$ cat src/rtl/fdc_pkg.sv
package fdc_pkg;

  typedef enum logic [1:0] {PH_CMD, PH_PARAM, PH_EXEC, PH_RESULT} fdc_phase_e;

  localparam logic [7:0] OP_SENSE   = 8'h08;
  localparam logic [7:0] OP_READID  = 8'h0A;
  localparam logic [7:0] OP_SEEK    = 8'h0F;
  localparam logic [7:0] OP_VERIFY  = 8'h16;
  localparam logic [7:0] OP_READ    = 8'hE6;
  localparam logic [7:0] OP_RSK_OUT = 8'h8F;
  localparam logic [7:0] OP_RSK_IN  = 8'hCF;

  localparam logic [7:0] MSR_IDLE   = 8'h80;
  localparam logic [7:0] MSR_PARAM  = 8'h90;
  localparam logic [7:0] MSR_EXEC   = 8'h10;
  localparam logic [7:0] MSR_RESULT = 8'hD0;

  function automatic logic is_seek(input logic [7:0] op);
    return (op == OP_SEEK) || (op == OP_RSK_IN) || (op == OP_RSK_OUT);
  endfunction

  function automatic logic [3:0] param_count(input logic [7:0] op);
    case (op)
      OP_READID:                     return 4'd1;
      OP_SEEK, OP_RSK_IN, OP_RSK_OUT: return 4'd2;
      OP_READ, OP_VERIFY:            return 4'd8;
      default:                       return 4'd0;
    endcase
  endfunction

  function automatic logic [2:0] result_count(input logic [7:0] op, input logic hit);
    case (op)
      OP_SENSE:                     return hit ? 3'd2 : 3'd1;
      OP_READID, OP_READ, OP_VERIFY: return 3'd7;
      default:                      return 3'd1;
    endcase
  endfunction

  function automatic logic [7:0] seek_target(input logic [7:0] op, input logic [7:0] cur,
                                             input logic [7:0] arg, input logic [7:0] last);
    logic [8:0] s;
    case (op)
      OP_SEEK:   s = {1'b0, arg};
      OP_RSK_IN: s = {1'b0, cur} + {1'b0, arg};
      OP_RSK_OUT: s = (arg > cur) ? 9'd0 : ({1'b0, cur} - {1'b0, arg});
      default:   s = {1'b0, cur};
    endcase
    if (s > {1'b0, last}) s = {1'b0, last};
    return s[7:0];
  endfunction

endpackage

$ cat src/rtl/fdc_param_store.sv
module fdc_param_store #(
  parameter int NPARAM = 8,
  localparam int IW = $clog2(NPARAM + 1)
) (
  input  logic                   clk,
  input  logic                   rst_n,
  input  logic                   wr_en,
  input  logic [IW-1:0]          idx,
  input  logic [7:0]             wdata,
  output logic [NPARAM-1:0][7:0] prm
);
  for (genvar g = 0; g < NPARAM; g++) begin : g_byte
    always_ff @(posedge clk) begin
      if (!rst_n) prm[g] <= 8'h00;
      else if (wr_en && (idx == IW'(g))) prm[g] <= wdata;
    end
  end
endmodule

$ cat src/rtl/fdc_exec_timer.sv
module fdc_exec_timer #(
  parameter int MAXV = 20,
  localparam int CW = $clog2(MAXV + 1)
) (
  input  logic          clk,
  input  logic          rst_n,
  input  logic          load,
  input  logic [CW-1:0] load_val,
  input  logic          active,
  output logic          done
);
  logic [CW-1:0] cnt_q;
  always_ff @(posedge clk) begin
    if (!rst_n)                      cnt_q <= '0;
    else if (load)                   cnt_q <= load_val;
    else if (active && cnt_q != '0)  cnt_q <= cnt_q - 1'b1;
  end
  assign done = active && (cnt_q == CW'(1));
endmodule

$ cat src/rtl/fdc_result_mux.sv
module fdc_result_mux
  import fdc_pkg::*;
#(
  parameter int NPARAM = 8
) (
  input  logic [7:0]             op,
  input  logic                   sense_hit,
  input  logic                   seek_head,
  input  logic                   media,
  input  logic [7:0]             cyl,
  input  logic [NPARAM-1:0][7:0] prm,
  input  logic [2:0]             idx,
  output logic [7:0]             byte_o
);
  logic       hd;
  logic [7:0] st0_rw;
  assign hd     = prm[0][2];
  assign st0_rw = {1'b0, ~media, 3'b000, hd, 2'b00};

  always_comb begin
    byte_o = 8'h80;
    case (op)
      OP_SENSE: if (sense_hit) byte_o = (idx == 3'd0) ? {5'b00100, seek_head, 2'b00} : cyl;
      OP_READID:
        case (idx)
          3'd0: byte_o = {5'b00000, hd, 2'b00};
          3'd3: byte_o = cyl;
          3'd4: byte_o = {7'd0, hd};
          3'd5: byte_o = 8'd1;
          3'd6: byte_o = 8'd2;
          default: byte_o = 8'h00;
        endcase
      OP_READ, OP_VERIFY:
        case (idx)
          3'd0: byte_o = st0_rw;
          3'd1: byte_o = media ? 8'h00 : 8'h05;
          3'd3: byte_o = prm[1];
          3'd4: byte_o = prm[2];
          3'd5: byte_o = prm[3];
          3'd6: byte_o = prm[4];
          default: byte_o = 8'h00;
        endcase
      default: byte_o = 8'h80;
    endcase
  end
endmodule

$ cat src/rtl/fdc_cmd_seq.sv
module fdc_cmd_seq
  import fdc_pkg::*;
#(
  parameter int MAX_CYL    = 80,
  parameter int RID_CYCLES = 20,
  parameter int NPARAM     = 8
) (
  input  logic       clk,
  input  logic       rst_n,
  input  logic [2:0] bus_addr,
  input  logic       bus_wr,
  input  logic       bus_rd,
  input  logic [7:0] bus_wdata,
  output logic [7:0] bus_rdata,
  input  logic       media_present,
  output logic       irq
);
  localparam int IW = $clog2(NPARAM + 1);
  localparam int CW = $clog2(RID_CYCLES + 1);
  localparam logic [7:0] LAST_CYL = 8'(MAX_CYL - 1);

  fdc_phase_e phase_q;
  logic [7:0] op_q, cyl_q;
  logic [IW-1:0] pidx_q;
  logic [2:0] ridx_q;
  logic seek_done_q, seek_head_q, sense_hit_q, media_q, irq_q;
  logic [NPARAM-1:0][7:0] prm;

  logic wr_fifo, rd_fifo, wr_acc, rd_acc, param_wr;
  logic last_param, last_read, seek_fin, exec_load, exec_done;
  logic [3:0] nparam;
  logic [2:0] nres;
  logic [7:0] res_byte, msr;
  logic [CW-1:0] exec_len;

  assign wr_fifo    = bus_wr && (bus_addr == 3'd5);
  assign rd_fifo    = bus_rd && (bus_addr == 3'd5);
  assign wr_acc     = wr_fifo && ((phase_q == PH_CMD) || (phase_q == PH_PARAM));
  assign rd_acc     = rd_fifo && (phase_q == PH_RESULT);
  assign param_wr   = wr_acc && (phase_q == PH_PARAM);
  assign nparam     = param_count(op_q);
  assign last_param = param_wr && (4'(pidx_q) == nparam - 4'd1);
  assign seek_fin   = last_param && is_seek(op_q);
  assign exec_load  = last_param && !is_seek(op_q);
  assign exec_len   = (op_q == OP_READID) ? CW'(RID_CYCLES) : CW'(1);
  assign nres       = result_count(op_q, sense_hit_q);
  assign last_read  = rd_acc && (ridx_q == nres - 3'd1);

  fdc_param_store #(.NPARAM(NPARAM)) i_prm (
    .clk(clk), .rst_n(rst_n), .wr_en(param_wr), .idx(pidx_q),
    .wdata(bus_wdata), .prm(prm)
  );

  fdc_exec_timer #(.MAXV(RID_CYCLES)) i_tmr (
    .clk(clk), .rst_n(rst_n), .load(exec_load), .load_val(exec_len),
    .active(phase_q == PH_EXEC), .done(exec_done)
  );

  fdc_result_mux #(.NPARAM(NPARAM)) i_res (
    .op(op_q), .sense_hit(sense_hit_q), .seek_head(seek_head_q), .media(media_q),
    .cyl(cyl_q), .prm(prm), .idx(ridx_q), .byte_o(res_byte)
  );

  always_ff @(posedge clk) begin
    if (!rst_n) begin
      phase_q <= PH_CMD;  op_q <= 8'h00;  cyl_q <= 8'h00;
      pidx_q <= '0;       ridx_q <= 3'd0;
      seek_done_q <= 1'b0; seek_head_q <= 1'b0; sense_hit_q <= 1'b0;
      media_q <= 1'b0;    irq_q <= 1'b0;
    end else begin
      case (phase_q)
        PH_CMD: if (wr_acc) begin
          op_q   <= bus_wdata;
          irq_q  <= 1'b0;
          pidx_q <= '0;
          ridx_q <= 3'd0;
          if (param_count(bus_wdata) == 4'd0) begin
            phase_q     <= PH_RESULT;
            sense_hit_q <= (bus_wdata == OP_SENSE) && seek_done_q;
            if (bus_wdata == OP_SENSE) seek_done_q <= 1'b0;
          end else begin
            phase_q <= PH_PARAM;
          end
        end
        PH_PARAM: if (param_wr) begin
          pidx_q <= pidx_q + 1'b1;
          if (seek_fin) begin
            cyl_q       <= seek_target(op_q, cyl_q, bus_wdata, LAST_CYL);
            seek_done_q <= 1'b1;
            seek_head_q <= prm[0][2];
            irq_q       <= 1'b1;
            phase_q     <= PH_CMD;
          end else if (last_param) begin
            phase_q <= PH_EXEC;
          end
        end
        PH_EXEC: if (exec_done) begin
          phase_q <= PH_RESULT;
          ridx_q  <= 3'd0;
          media_q <= media_present;
          irq_q   <= 1'b1;
        end
        PH_RESULT: if (rd_acc) begin
          ridx_q <= ridx_q + 1'b1;
          if (last_read) begin
            phase_q <= PH_CMD;
            irq_q   <= 1'b0;
          end
        end
        default: phase_q <= PH_CMD;
      endcase
    end
  end

  always_comb begin
    case (phase_q)
      PH_CMD:   msr = MSR_IDLE;
      PH_PARAM: msr = MSR_PARAM;
      PH_EXEC:  msr = MSR_EXEC;
      default:  msr = MSR_RESULT;
    endcase
  end

  always_comb begin
    if (bus_addr == 3'd4)                              bus_rdata = msr;
    else if (bus_addr == 3'd5 && phase_q == PH_RESULT) bus_rdata = res_byte;
    else                                               bus_rdata = 8'h00;
  end

  assign irq = irq_q;
endmodule

$ cat config.mk
export PLATFORM = sky130hd
export DESIGN_NAME = fdc_cmd_seq
export DESIGN_NICKNAME = d
export VERILOG_FILES = /design/src/rtl/fdc_pkg.sv /design/src/rtl/fdc_param_store.sv /design/src/rtl/fdc_exec_timer.sv /design/src/rtl/fdc_result_mux.sv /design/src/rtl/fdc_cmd_seq.sv
export SDC_FILE = /design/constraint.sdc
export NUM_CORES = 1
export LEC_CHECK = 0
export BUFFER_PORTS_ARGS = -buffer_cell sky130_fd_sc_hd__buf_4
export CAP_MARGIN = 10
export CORE_MARGIN = 2
export CORE_UTILIZATION = 65
export CTS_CLUSTER_DIAMETER = 200
export DETAILED_ROUTE_END_ITERATION = 10
export PLACE_DENSITY_LB_ADDON = 0.3
export SLEW_MARGIN = 20
export SYNTH_ARGS = -nofsm -noshare
export SYNTH_HDL_FRONTEND = slang
export SYNTH_HIERARCHICAL = 1
export SYNTH_SLANG_ARGS = --single-unit
$ cat constraint.sdc
create_clock -name clk -period 6.2 [get_ports clk]
set_input_delay 0.62 -clock clk [delete_from_list [all_inputs] [get_ports clk]]
set_output_delay 0.62 -clock clk [all_outputs]
set_load 0.01 [all_outputs]
Word level (Yosys, flattened, before mapping)

Index checks and enable logic that the tools add are counted.

Logic and storage cells: 163
Input bits: 16
Flip-flop bits (word level): 70

Order comparisons: 2
Bitwise logic cells: 1
Eq/ne operators: 40
Mux-type cells: 53
Add/sub/neg operators: 7
Reduce and logical (&&, ||, !) cells: 44

Operator list:

| cell               | number |
|---|---|
| $eq 8x4->1 const B | 6 |
| $eq 8x8->1 const B | 6 |
| $pmux 8 s3         | 2 |
| $pmux 8 s6         | 1 |
| $mux 9             | 5 |
| $mux 8             | 5 |
| $pmux 8 s5         | 1 |
| $pmux 9 s3         | 1 |
| $pmux 4 s3         | 2 |
| $mux 4             | 5 |
| $logic_and 1x1->1  | 18 |
| $mux 2             | 9 |
| $reduce_and 6->1   | 3 |
| $eq 8x5->1 const B | 2 |
| $eq 3x3->1 const B | 5 |
| $mux 5             | 3 |
| $mux 3             | 4 |
| $ne 2x2->1 const B | 5 |
| $add 8x8->9        | 1 |
| $gt 9x7->1 const B | 1 |
| $mux 1             | 9 |
| $pmux 3 s3         | 1 |
| $reduce_and 3->1   | 3 |
| $reduce_or 3->1    | 3 |
| 36 further kinds   | 46 |

Depth between registers and ports, before layout

Gate-level depths: netlist (run 1).

Word-level depth: 13
Depth in mapped cells: 12
Mapped depth without buffers: 12

Cells and area by module

Netlist (run 1), hierarchy kept.

Modules (own cells, without submodules):

| module          | area an instance (um2) | cells each | instances | sequential area each (um2) |
|---|---|---|---|---|
| fdc_cmd_seq     | 2720.1                 | 359        | 1         | 600.6 |
| fdc_param_store | 2392.3                 | 226        | 1         | 1281.2 |
| fdc_result_mux  | 676.9                  | 95         | 1         | 0.0 |
| fdc_exec_timer  | 306.5                  | 40         | 1         | 100.1 |

Least setup slack after synthesis (run 1)

No wires, ideal clock.

Path kind: input to register
From: input port bus_wdata[0]
To: register cyl_q[0]
Slack: 3.367 ns
Data required time: 6.085 ns
Buffers on the path: 0
Library setup time: 0.115 ns
Arrival: 2.718 ns
Cell stages on the path: 11
Cell sequence: ha_1 > inv_1 > fa_1 > and3_1 > or3_1 > a41oi_1 > o32ai_1 > a311o_1 > o21bai_2 > nand2_2 > o21ba_1

Longest elaborated chain between the ends: 9
Elaborated cells on any way between the ends: 11
Those cells by class: add/sub: 2; order compare: 2; mux: 7

RTL lines:

| what                                             | RTL line          | source |
|---|---|---|
| from (decl)                                      | fdc_cmd_seq.sv:13 | `input logic [7:0] bus_wdata,` |
| $sub 8x8->9 / $gt 8x8->1 (equally long branches) | fdc_pkg.sv:45     | `OP_RSK_OUT: s = (arg > cur) ? 9'd0 : ({1'b0, cur} - {1'b0, arg});` |
| $mux 9                                           | fdc_pkg.sv:45     |  |
| $pmux 9 s3 (*)                                   | fdc_pkg.sv:42     | `case (op)` |
| $mux 9 (*)                                       | fdc_cmd_seq.sv:87 | `if (seek_fin) begin` |
| $mux 9 (*)                                       | fdc_cmd_seq.sv:85 | `PH_PARAM: if (param_wr) begin` |
| $mux 9 (*)                                       | fdc_cmd_seq.sv:71 | `case (phase_q)` |
| $mux 9 (*)                                       | fdc_cmd_seq.sv:65 | `if (!rst_n) begin` |
| $gt 9x7->1                                       | fdc_pkg.sv:48     | `if (s > {1'b0, last}) s = {1'b0, last};` |
| $mux 8 (*)                                       | fdc_pkg.sv:48     |  |
| to (signal assigned)                             | fdc_cmd_seq.sv:88 | `cyl_q <= seek_target(op_q, cyl_q, bus_wdata, LAST_CYL);` |
| to (decl)                                        | fdc_cmd_seq.sv:23 | `logic [7:0] op_q, cyl_q;` |

Every way passes the cells marked *; elsewhere a longest branch is shown, timed or not. The select of a mux whose other input is x is not followed.
A chain may end at the register's enable or synchronous reset.

Final worst setup path (run 1)

From: register op_q[1]
To: register i_tmr.cnt_q[2]

Longest elaborated chain between the ends: 8
Elaborated cells on any way between the ends: 19
Those cells by class: add/sub: 1; eq/ne: 7; mux: 3; reduce/logical: 8

RTL lines:

| what                                                      | RTL line                     | source |
|---|---|---|
| from (decl)                                               | fdc_cmd_seq.sv:23            |  |
| from (signal assigned)                                    | fdc_cmd_seq.sv:73            | `op_q <= bus_wdata;` |
| $eq 8x4->1, or another cell as far along                  | fdc_pkg.sv:19, fdc_pkg.sv:23 |  |
| $reduce_or 3->1 / $reduce_or 2->1 (equally long branches) | fdc_pkg.sv:23                | `case (op)` |
| $pmux 4 s3                                                | fdc_pkg.sv:23                |  |
| $sub 4x1->4                                               | fdc_cmd_seq.sv:42            | `assign last_param = param_wr && (4'(pidx_q) == nparam - 4'd1);` |
| $eq 4x4->1                                                | fdc_cmd_seq.sv:42            |  |
| $logic_and 1x1->1                                         | fdc_cmd_seq.sv:42            |  |
| $logic_and 1x1->1 (*)                                     | fdc_cmd_seq.sv:44            | `assign exec_load = last_param && !is_seek(op_q);` |
| via exec_load                                             | fdc_cmd_seq.sv:30            | `logic last_param, last_read, seek_fin, exec_load, exec_done;` |
| $mux 5 / $reduce_bool 2->1 (equally long branches)        | n/a                          |  |
| to (signal assigned)                                      | fdc_exec_timer.sv:15         | `else if (load) cnt_q <= load_val;` |
| to (signal assigned)                                      | fdc_exec_timer.sv:16         | `else if (active && cnt_q != '0) cnt_q <= cnt_q - 1'b1;` |
| to (decl)                                                 | fdc_exec_timer.sv:12         | `logic [CW-1:0] cnt_q;` |

The timed path passes the listed nets; every way through them passes the cells marked *.

==> results of run 1 <==
==> where the power goes <==
part           internal (W)  switching [W]
Combinational     0.0000548       0.000102
Clock              0.000188       0.000188
Sequential         0.000444      0.0000114
Total              0.000687       0.000301
==> layer usage <==
metal	GRT usage, %	vias to the layer above	wire [µm]
met3	6.49	29	1080
met2	52.4	226	6170
met1	42.7	2177	5760
met5	0	-	0
li1	-	2239	-
met4	9.34	0	263
==> flip-flops by register name, indices dropped and copies added (netlist names) <==
signal	cells
cyl_q	8
sense_hit_q	1
pidx_q	4
seek_done_q	1
irq	1
op_q	8
i_tmr/cnt_q	5
ridx_q	3
i_prm/prm	33
phase_q	2
seek_head_q	1
media_q	1
==> cell usage in the layout, fill, tap and decap left out, types with 4 or more instances in the layout <==
master and count:
buf_4 25, nand4_1 6, and2_1 7, ha_1 28
o21ba_1 5, nor2b_1 8, a21o_1 4, o22ai_1 8
a22oi_1 6, a21oi_1 38, nand2b_1 6, o21ai_0 22
nand2_1 80, o211ai_1 4, nand3_1 25, nor3_1 13
inv_1 38, nor2_1 43, dfxtp_1 68, a31oi_1 6
xnor2_1 10, nand3b_1 7, mux2_4 5, mux2i_1 40
o21ai_1 9, clkbuf_8 9, and3_1 6
==> cell type report <==
| class | count | area, µm² | area share, % |
|---|---|---|---|
| Inverter | 38 | 143 | 2.68 |
| Clock inverter | 7 | 75.1 | 1.41 |
| Multi-Input combinational cell | 481 | 3300 | 62.1 |
| Tap cell | 99 | 124 | 2.33 |
| Sequential cell | 68 | 1360 | 25.6 |
| Clock buffer | 9 | 124 | 2.33 |
| Timing Repair Buffer | 25 | 188 | 3.53 |
==> metrics by stage <==
step	std cells	cell area, µm²	hold WS [ns]	total power, W	util (%)
floorplan	621	5000	0.434	0.000575	-
global placement	711	5120	0.442	0.000614	69.8
detailed placement	711	5120	0.450	0.000618	69.8
CTS	727	5320	0.462	0.000987	72.5
global route	727	5320	0.482	0.00103	72.5
finish	727	5320	0.461	0.000988	72.5
==> how the worst min path moves through the flow <==
stage                             start            end  slack (ns)  cells after the start
after floorplan           i_prm/prm[26]  i_prm/prm[26]        0.43                      2
after global placement    i_prm/prm[26]  i_prm/prm[26]        0.44                      2
after detailed placement  i_prm/prm[27]  i_prm/prm[27]        0.45                      2
after CTS                 i_prm/prm[27]  i_prm/prm[27]        0.46                      2
after global routing      i_prm/prm[28]  i_prm/prm[28]        0.48                      2
final                     i_prm/prm[24]  i_prm/prm[24]        0.46                      2
==> critical path: stages, from the launching register on <==
cell and delay (ns):
dfxtp_1 0.64, and3_1 0.31, nand2_2 0.16, a21oi_1 0.38, inv_1 0.16, ha_1 0.32, xor2_1 0.16, o2111a_2 0.24
nand2_1 0.11, nor2_1 0.34, inv_1 0.22, o21ai_0 0.26, a21oi_1 0.08
==> flow_summary.ini, run 1 <==
[run_status]
status = finished, final reports clean

[sta]
setup_slack_ns = 2.69
period_needed_ns = 3.51
min_period_over_period_pct = 56.6
worstMarginPinSlew_ns = 0.900
slew_headroom_pct = 39.9
fin_worst_skew_ns = 0.0105
setup_viol = 0
slew_viol_final = 0
rsz0062_at_grt = false
fmax_mhz = 285
tns_ns = 0
finalHoldViolCount = 0

[placement]
dp_hpwl_mm = 9.56
portBuffers = 24
pre_cts_slack_ns = 2.88
place.gp.congestion = 0.923

[cts]
clk_path_buf_depth = 2
cts_hold_buf = 0
clock_latency_ns = 0.36
cts_max_level = 3
clk_pin_slew_ns = 0.08
post_cts.repair.setup_buffers = 0
cts_buffers = 9
ctsResizeCount = 0
root_buffer = clkbuf_8
tritoncts = built
clkSinkCount = 68

[synthesis]
syn_area_um2 = 4990
yosysWarnings = 6
avgSynthCellArea_um2 = 8.06
postSynthCellCount = 620

[layout]
fillers = 574
n_antenna_cell = 0
drive_above_1_share_pct = 10.8
area_growth_pct = 6.46
nets = 669

[floorplanning]
fp.dieH_um = 91.7
core.rowCount = 31
start_util_pct = 68.1
core_um2 = 7330
die_w_um = 91.7
die_area_um2 = 8400
io_pins = 25

[worst_setup_path]
critical_path_class = register to register
crit_path_end = i_tmr/cnt_q[2]
timing.rr.start = op_q[1]
rr_worst_depth = 12
reg2reg_slack_ns = 2.69
r2r-end = i_tmr/cnt_q[2]
critPathMaxFanout = 16
critPathLaunch = op_q[1]
crit_arrival_ns = 3.74
required_ns = 6.43
crit_path_start_kind = register
end_kind = register

[grt]
grt_util_all_layers_pct = 32.0
grt_pass1_vias = 4331
grt_max_degree = 61
grt-ovfl-total = 0
grt_pass1_wl_mm = 21.5
antenna_found_initial = 0

[route]
drt_wl_total_mm = 13.3
vias_per_cell = 6.43
wl_per_cell_um = 18.3
num_vias = 4671
drt_iter0_markers = 419
postRouteAntennaNets = 0
drtPass1Iterations = 6
drc = 0

[power_and_ir_drop]
powerDensity_nw_per_um2 = 186
p_leak_nw = 2.19
irDropWorstVdd_uv = 145

[job]
drv_cap = 0

[worst_hold_path]
hold_class = register to register
(Power assumes the default switching activity.)
==> run 2: changes to the inputs <==
- ABC_AREA: unset -> 1
- CORE_UTILIZATION: 65 -> 58
- clock period: 6.2 -> 3.1 ns (I/O delays scaled with it)
==> run 2 against run 1 <==
Cell area grew 13%; critical endpoint is now i_tmr/cnt_q[1]; hold slack lost 0.20 ns; via count up 25%; core utilization shrank 7.9 points.
==> flow_summary.ini, run 2 <==
[floorplanning]
die_w_um = 102
core_um2 = 9280
fp.dieH_um = 102
die_area_um2 = 10400
io_pins = 25
core.rowCount = 35
start_util_pct = 59.8

[sta]
rsz0062_at_grt = false
setup_viol = 0
min_period_over_period_pct = 89.3
slew_viol_final = 0
finalHoldViolCount = 0
slew_headroom_pct = 56.0
tns_ns = 0
fmax_mhz = 361
worstMarginPinSlew_ns = 0.660
fin_worst_skew_ns = 0.0104
period_needed_ns = 2.77

[job]
drv_cap = 0

[route]
num_vias = 5830
postRouteAntennaNets = 0
drtPass1Iterations = 6
drc = 0
vias_per_cell = 5.47
wl_per_cell_um = 14.5
drt_wl_total_mm = 15.5
drt_iter0_markers = 524

[cts]
tritoncts = built
clkSinkCount = 68
ctsResizeCount = 0
clk_pin_slew_ns = 0.08
clk_path_buf_depth = 2
cts_hold_buf = 0
cts_max_level = 3
cts_buffers = 9
clock_latency_ns = 0.35
root_buffer = clkbuf_8
post_cts.repair.setup_buffers = 0

[worst_setup_path]
required_ns = 3.35
reg2reg_slack_ns = 0.33
critPathMaxFanout = 10
end_kind = register
crit_path_start_kind = register
crit_arrival_ns = 3.02
critPathLaunch = op_q[7]
critical_path_class = register to register
rr_worst_depth = 16
timing.rr.start = op_q[7]

[worst_hold_path]
min_from = media_present
hold_class = primary input to register
min_delay_path_depth = 3

[layout]
final_common_cell = nand2_1
area_growth_pct = 8.09
top_register = i_prm/prm
reg_top3 = i_prm/prm x33, cyl_q x8, op_q x8
mostFrequentLayoutCells = 243 x nand2_1, 144 x nor2_1, 119 x inv_1
largest_reg_flops = 33
final_util_pct = 64.6
drive_above_1_share_pct = 9.71
n_antenna_cell = 0
nets = 978
fillers = 918

[run_status]
status = finished, final reports clean

[grt]
antenna_found_initial = 0
grt_max_degree = 60
grt_pass1_vias = 5247
grt_util_all_layers_pct = 31.0
grt_pass1_wl_mm = 25.3
grt-ovfl-total = 0

[synthesis]
postSynthCellCount = 917
syn_area_um2 = 5550
yosysWarnings = 6
avgSynthCellArea_um2 = 6.05

[power_and_ir_drop]
powerDensity_nw_per_um2 = 405
p_leak_nw = 2.88
irDropWorstVdd_uv = 400

[placement]
place.gp.congestion = 0.944
portBuffers = 24
dp_hpwl_mm = 11.5
==> run 2: worst paths after layout <==
path / to
worst max-delay path: i_tmr/cnt_q[1]
worst min-delay path: media_q
worst max register to register: i_tmr/cnt_q[1]
worst min register to register: seek_done_q
==> run 2: layout make-up <==
class                      instances  area [µm²]  area share [%]
clock buffer                       9         124            2.06
tap                              129         161            2.69
sequential                        68        1360            22.7
inverter                         130         490            8.17
multi-input combinational        694        3550            59.1
clock inverter                     7        98.8            1.65
timing repair buffer              29         218            3.63
==> run 2: metrics by stage <==
| step | setup slack (ns) | hold WS [ns] | power, W | std cells | area, µm² |
|---|---|---|---|---|---|
| after floorplan | 0.509 | 0.434 | 0.00144 | 918 | 5560 |
| after global placement | 0.343 | 0.449 | 0.00161 | 1050 | 5780 |
| after detailed placement | 0.218 | 0.467 | 0.00161 | 1050 | 5780 |
| after CTS | 0.220 | 0.242 | 0.00243 | 1066 | 6000 |
| after global routing | 0.0413 | 0.247 | 0.00257 | 1066 | 6000 |
| final | 0.331 | 0.257 | 0.00243 | 1066 | 6000 |
==> run 2: where the power goes <==
part	internal [W]	switching, W
registers	0.000910	0.0000385
clock network	0.000457	0.000365
logic	0.000212	0.000448
==> run 2: worst max-delay path, stage by stage (launching register included) <==
cell and delay, ns:
dfxtp_1 0.41, nor2_1 0.22, nand2_2 0.10, nor2_4 0.11
nand2_2 0.11, ha_1 0.31, xor2_1 0.14, o21ai_0 0.10
nor2_1 0.14, and3_2 0.23, nand3_1 0.10, nor2_2 0.25
inv_2 0.11, nand2_4 0.11, clkinv_2 0.08, nor2_1 0.10
nor2_1 0.05
==> run 2: metal layers <==
metal	vias to the layer above	wire (µm)	track usage (%)
met4	0	387	11.5
li1	2967	-	-
met1	2610	6600	40.2
met2	219	7340	51.8
met5	-	0	0
met3	34	1150	5.34
